===== config.mk =====
export PLATFORM = sky130hd
export DESIGN_NAME = rpt_xfer_chan
export DESIGN_NICKNAME = d
export VERILOG_FILES = /design/src/rtl/rpt_xfer_chan.sv
export SDC_FILE = /design/constraint.sdc
export NUM_CORES = 1
export LEC_CHECK = 0
export BUFFER_PORTS_ARGS = -buffer_cell sky130_fd_sc_hd__buf_4
export CAP_MARGIN = 0
export CORE_MARGIN = 5
export CORE_UTILIZATION = 50
export CTS_BUF_LIST = sky130_fd_sc_hd__clkbuf_16
export DETAILED_ROUTE_END_ITERATION = 8
export PLACE_DENSITY_LB_ADDON = 0.15
export SYNTH_ARGS = -nofsm -noshare
export SYNTH_HDL_FRONTEND = slang
export SYNTH_SLANG_ARGS = --single-unit

===== constraint.sdc =====
create_clock -name clk -period 2.8 [get_ports clk]
set_input_delay 0 -clock clk [delete_from_list [all_inputs] [get_ports clk]]
set_output_delay 0 -clock clk [all_outputs]
set_load 0.005 [all_outputs]

===== src/rtl/rpt_xfer_chan.sv =====
module rpt_xfer_chan #(
  parameter int AW = 24,
  parameter int IOW = 8,
  parameter int CW = 8,
  parameter int DW = 16,
  parameter int SRCW = 3,
  parameter logic [SRCW-1:0] RX_SRC = 3'd4
) (
  input  logic            clk,
  input  logic            rst_n,
  input  logic            cfg_we,
  input  logic [1:0]      cfg_sel,
  input  logic [AW-1:0]   cfg_wdata,
  input  logic            req,
  input  logic [SRCW-1:0] req_src,
  output logic            busy,
  output logic            bus_en,
  output logic            bus_wr,
  output logic            bus_word,
  output logic [AW-1:0]   bus_addr,
  output logic [DW-1:0]   bus_wdata,
  input  logic [DW-1:0]   bus_rdata
);
  localparam int PAGE = AW - IOW;
  localparam int HW = DW / 2;

  typedef enum logic [1:0] {S_IDLE, S_RD, S_WR} st_t;
  st_t state;

  logic [AW-1:0]   mar, shadow;
  logic [IOW-1:0]  ioar;
  logic [CW-1:0]   live, init;
  logic            en, word, dec, from_io, pend;
  logic [SRCW-1:0] pend_src;
  logic [DW-1:0]   data;

  wire start = en && state == S_IDLE && (pend || req);
  wire [SRCW-1:0] start_src = pend ? pend_src : req_src;
  wire cfg_ok = !en && state == S_IDLE;
  wire [AW-1:0] step = word ? AW'(2) : AW'(1);
  wire [AW-1:0] mem_a = {mar[AW-1:1], mar[0] & ~word};
  wire [AW-1:0] io_a = {{PAGE{1'b1}}, ioar[IOW-1:1], ioar[0] & ~word};

  assign busy = state != S_IDLE;
  assign bus_en = busy;
  assign bus_wr = state == S_WR;
  assign bus_word = word;
  assign bus_addr = (state == S_RD) ? (from_io ? io_a : mem_a) :
                    (state == S_WR) ? (from_io ? mem_a : io_a) : '0;
  assign bus_wdata = word ? data : {{HW{1'b0}}, data[HW-1:0]};

  always_ff @(posedge clk) begin
    if (!rst_n) begin
      state <= S_IDLE;
      mar <= '0; shadow <= '0; ioar <= '0;
      live <= '0; init <= '0;
      en <= 1'b0; word <= 1'b0; dec <= 1'b0;
      from_io <= 1'b0; pend <= 1'b0; pend_src <= '0; data <= '0;
    end else begin
      if (cfg_we) begin
        case (cfg_sel)
          2'd0: if (cfg_ok) begin mar <= cfg_wdata; shadow <= cfg_wdata; end
          2'd1: if (cfg_ok) ioar <= cfg_wdata[IOW-1:0];
          2'd2: if (cfg_ok) begin init <= cfg_wdata[CW-1:0]; live <= cfg_wdata[CW-1:0]; end
          default: {dec, word, en} <= cfg_wdata[2:0];
        endcase
      end

      if (!en) pend <= 1'b0;
      else if (state == S_IDLE) begin
        if (pend && req) pend_src <= req_src;
        else if (pend) pend <= 1'b0;
      end else if (req && !pend) begin
        pend <= 1'b1;
        pend_src <= req_src;
      end

      case (state)
        S_IDLE: if (start) begin
          state <= S_RD;
          from_io <= start_src == RX_SRC;
        end
        S_RD: begin
          data <= bus_rdata;
          state <= S_WR;
        end
        default: begin
          state <= S_IDLE;
          if (live == CW'(1)) begin
            live <= init;
            mar <= shadow;
          end else begin
            live <= live - 1'b1;
            mar <= dec ? mar - step : mar + step;
          end
        end
      endcase
    end
  end


  wr_after_rd_chk: assert property (@(posedge clk) disable iff (!rst_n)
    bus_wr |-> $past(bus_en && !bus_wr));


  reload_chk: assert property (@(posedge clk) disable iff (!rst_n)
    (state == S_WR && live == CW'(1)) |=> (live == init && mar == shadow));


  count_step_chk: assert property (@(posedge clk) disable iff (!rst_n)
    (state == S_WR && live != CW'(1)) |=> live == CW'($past(live) - 1'b1));


  idle_when_off_chk: assert property (@(posedge clk) disable iff (!rst_n)
    (!busy && !en) |=> !busy);


  shadow_hold_chk: assert property (@(posedge clk) disable iff (!rst_n)
    en |=> $stable(shadow));


  io_hold_chk: assert property (@(posedge clk) disable iff (!rst_n)
    busy |=> $stable(ioar));
endmodule


==> results.json <==
{
  "status": "completed",
  "cp_data_required_time_ns": 3.01,
  "rsz0062_at_grt": "no",
  "detail-route-antenna-nets": 0,
  "crit_fanout": 10,
  "relSlewSlack": 0.282,
  "path_clk_slew_ns": 0.07,
  "min_path_type": "input pin to register",
  "fin_skew_ns": 0.00762,
  "top_usage_layer": "met2",
  "vias_per_cell": 5.74,
  "combinationalPowerShare": 0.150,
  "max_clock_freq_mhz": 383,
  "synth.distinct_cells": 63,
  "start_util": 0.509,
  "gp_congestion": 0.925,
  "seq_area_um2": 1960,
  "grt_start_max_net_pins": 57,
  "p_sw_mw": 0.869,
  "crit_arrival_ns": 2.82,
  "worst_pin_slew_ns": 1.08,
  "design.core.area_um2": 12000,
  "crit_type": "register to register",
  "port_buffers": 92,
  "avgSynthCellArea_um2": 7.41,
  "synth_nets": 900,
  "leakage_nw": 3.25,
  "htreeDepth": 3,
  "drtIter0Drc": 401,
  "die_width_um": 121,
  "clkPwrFrac": 0.393,
  "num_rows": 40,
  "grt_use_met2": 0.448,
  "synth_seq_cells": 98,
  "vias": 6194,
  "layout_common_cells": "166 x nand2_1, 109 x buf_4, 98 x dfxtp_1, 91 x nor2_1, 79 x a21oi_1",
  "syn_to_final_growth_pct": 24.3,
  "finalHoldViolations": 0,
  "drtPass1Iterations": 5,
  "die-area_um2": 14500,
  "cts_resized": 0,
  "wl_per_cell_um": 16.9,
  "gr-usage-all-layers": 0.250,
  "total_power_mw": 3.23,
  "io_pins": 93,
  "cts_tree": "done",
  "diodes": 0,
  "nNetsFinal": 1003,
  "vdd_ir_drop_max_mv": 0.326,
  "drive_gt1_frac": 0.153,
  "p_seq_frac": 0.458,
  "insertion_delay_ns": 0.35,
  "fin_crit_sh": 0.932,
  "yosysSeqAreaShare": 0.321,
  "maxSlewViolCount": 0,
  "drt-total-wl_um": 18300,
  "yosys_warnings": 0,
  "multi_input_area_um2": 3830,
  "gr-usage-met1": 0.309,
  "drcViolationCount": 0,
  "hpwl_um": 12700,
  "tns_ns": 0,
  "clockBufferDepth": 2,
  "swShare": 0.269,
  "grt_util_met3": 0.0360,
  "ys.flop_type": "dfxtp_1",
  "powerDensity_nw_per_um2": 425,
  "final.min_clock_period_ns": 2.61,
  "die_y_um": 121,
  "finalSetupViolations": 0,
  "numCtsBuffers": 9,
  "async_flop_share": 0,
  "synth-edff-count": 0,
  "netlist_instances": 825,
  "grt-ovfl-total": 0,
  "p_int_mw": 2.36,
  "fillers": 1076,
  "clock_sinks": 98,
  "cp-start-kind": "register",
  "final_common_cell": "nand2_1",
  "worstSetupEndpointType": "register",
  "grt_pass1_vias": 6069,
  "syn-cell-area_um2": 6110,
  "clockRootBuffer": "clkbuf_16",
  "drv_cap": 0,
  "grt_pass1_wl_um": 29600,
  "antenna_found_initial": 0
}
-- power by group through the flow --
stage | sequential (mW) | clock, mW | combinational, mW
5_1_grt | 1.48 | 1.36 | 0.530
4_1_cts | 1.48 | 1.29 | 0.480
6_report | 1.48 | 1.27 | 0.482
3_5_place_dp | 1.51 | 0 | 0.429
2_1_floorplan | 1.50 | 0 | 0.275
3_3_place_gp | 1.50 | 0 | 0.416
-- metrics by stage --
stage	hold slack, ns	cell area (µm²)	instances	utilization	setup WS, ns
global route	0.0503	7600	1080	0.633	0.0517
finish	0.0457	7600	1080	0.633	0.189
detailed placement	0.257	6870	1021	0.572	0.243
global placement	0.245	6870	1021	0.572	0.314
CTS	0.0356	7600	1080	0.633	0.188
floorplan	0.136	6110	825	-	0.234
-- final cells by class --
class,instances,area share
Sequential cell,98,0.258
Inverter,10,0.00494
Clock inverter,7,0.00906
Clock buffer,9,0.0296
Multi-Input combinational cell,655,0.504
Tap cell,147,0.0242
Timing Repair Buffer,154,0.170
-- synth_stat cells (2+ instances only) --
library cell	count	area [µm²]
o21ai_0	61	305
nor2b_1	12	75.1
a21o_1	8	60.1
a21oi_1	79	395
nor2_1	91	342
and2_1	11	68.8
nor3_1	4	20.0
buf_2	6	30.0
a211oi_1	7	52.6
nand4_1	2	12.5
xnor2_1	15	131
dfxtp_1	98	1960
o311ai_1	2	17.5
o31ai_1	2	15.0
a311oi_1	5	43.8
o21bai_1	2	15.0
or3_1	8	50.1
nand3b_1	4	30.0
o21a_1	2	15.0
o21ai_1	3	15.0
inv_1	10	37.5
o2111a_1	4	45.0
nor4b_1	2	17.5
a31oi_1	12	75.1
and3_1	7	43.8
xor2_1	10	87.6
ha_1	25	313
o211ai_1	5	37.5
clkbuf_1	44	165
mux2_2	3	33.8
or3b_4	2	22.5
a21oi_2	2	17.5
o311ai_0	2	17.5
nand2_1	166	623
nand2b_1	6	37.5
o22ai_1	10	62.6
nand3_1	17	85.1
buf_4	10	75.1
mux2i_1	42	420
-- worst max-delay path, cell delays in order, from the launching register on --
cell and delay, ns:
dfxtp_1 0.46, buf_4 0.24, ha_1 0.30, a21oi_1 0.22
or3b_4 0.42, nand3_1 0.12, mux2i_1 0.09, a2111oi_0 0.52
a311oi_1 0.09
-- final timing paths --
path	from	endpoint	slack (ns)	cells after the start
min reg2reg	data[8]$_SDFFE_PN0P_	data[8]$_SDFFE_PN0P_	0.45	2
max	dec$_SDFFE_PN0P_	mar[9]$_SDFFE_PN0P_	0.19	8
min	req	pend$_SDFFE_PN0P_	0.05	3
max reg2reg	dec$_SDFFE_PN0P_	mar[9]$_SDFFE_PN0P_	0.19	8
-- kinds of logic after synthesis --
kind of cell | synth area share
AOI/OAI and AO/OA | 0.214
adders and majority gates | 0.0561
and+or+nand+nor | 0.246
muxes | 0.0743
buffers and inverters | 0.0528
xor gates and xnor gates | 0.0358
DFF | 0.321
-- state kept, by name, indices dropped and copies added, names as in the netlist --
signal / flops
dec: 1
state: 2
bus_word: 1
data: 16
mar: 24
pend: 1
init: 8
live: 8
shadow: 24
from_io: 1
ioar: 8
en: 1
pend_src: 3
-- per-layer routing --
| layer | wire length [µm] | vias to the layer above |
|---|---|---|
| met2 | 9310 | 162 |
| met4 | 284 | 0 |
| met5 | 0 | - |
| met3 | 887 | 22 |
| met1 | 7780 | 2944 |
| li1 | - | 3066 |
-- timing repair --
action / in CTS / in global routing
hold endpoints to repair: 67 / 0
hold buffers: 43 / 0
setup buffers: 0 / 0
Note: power is estimated with default switching activity, not from simulation.
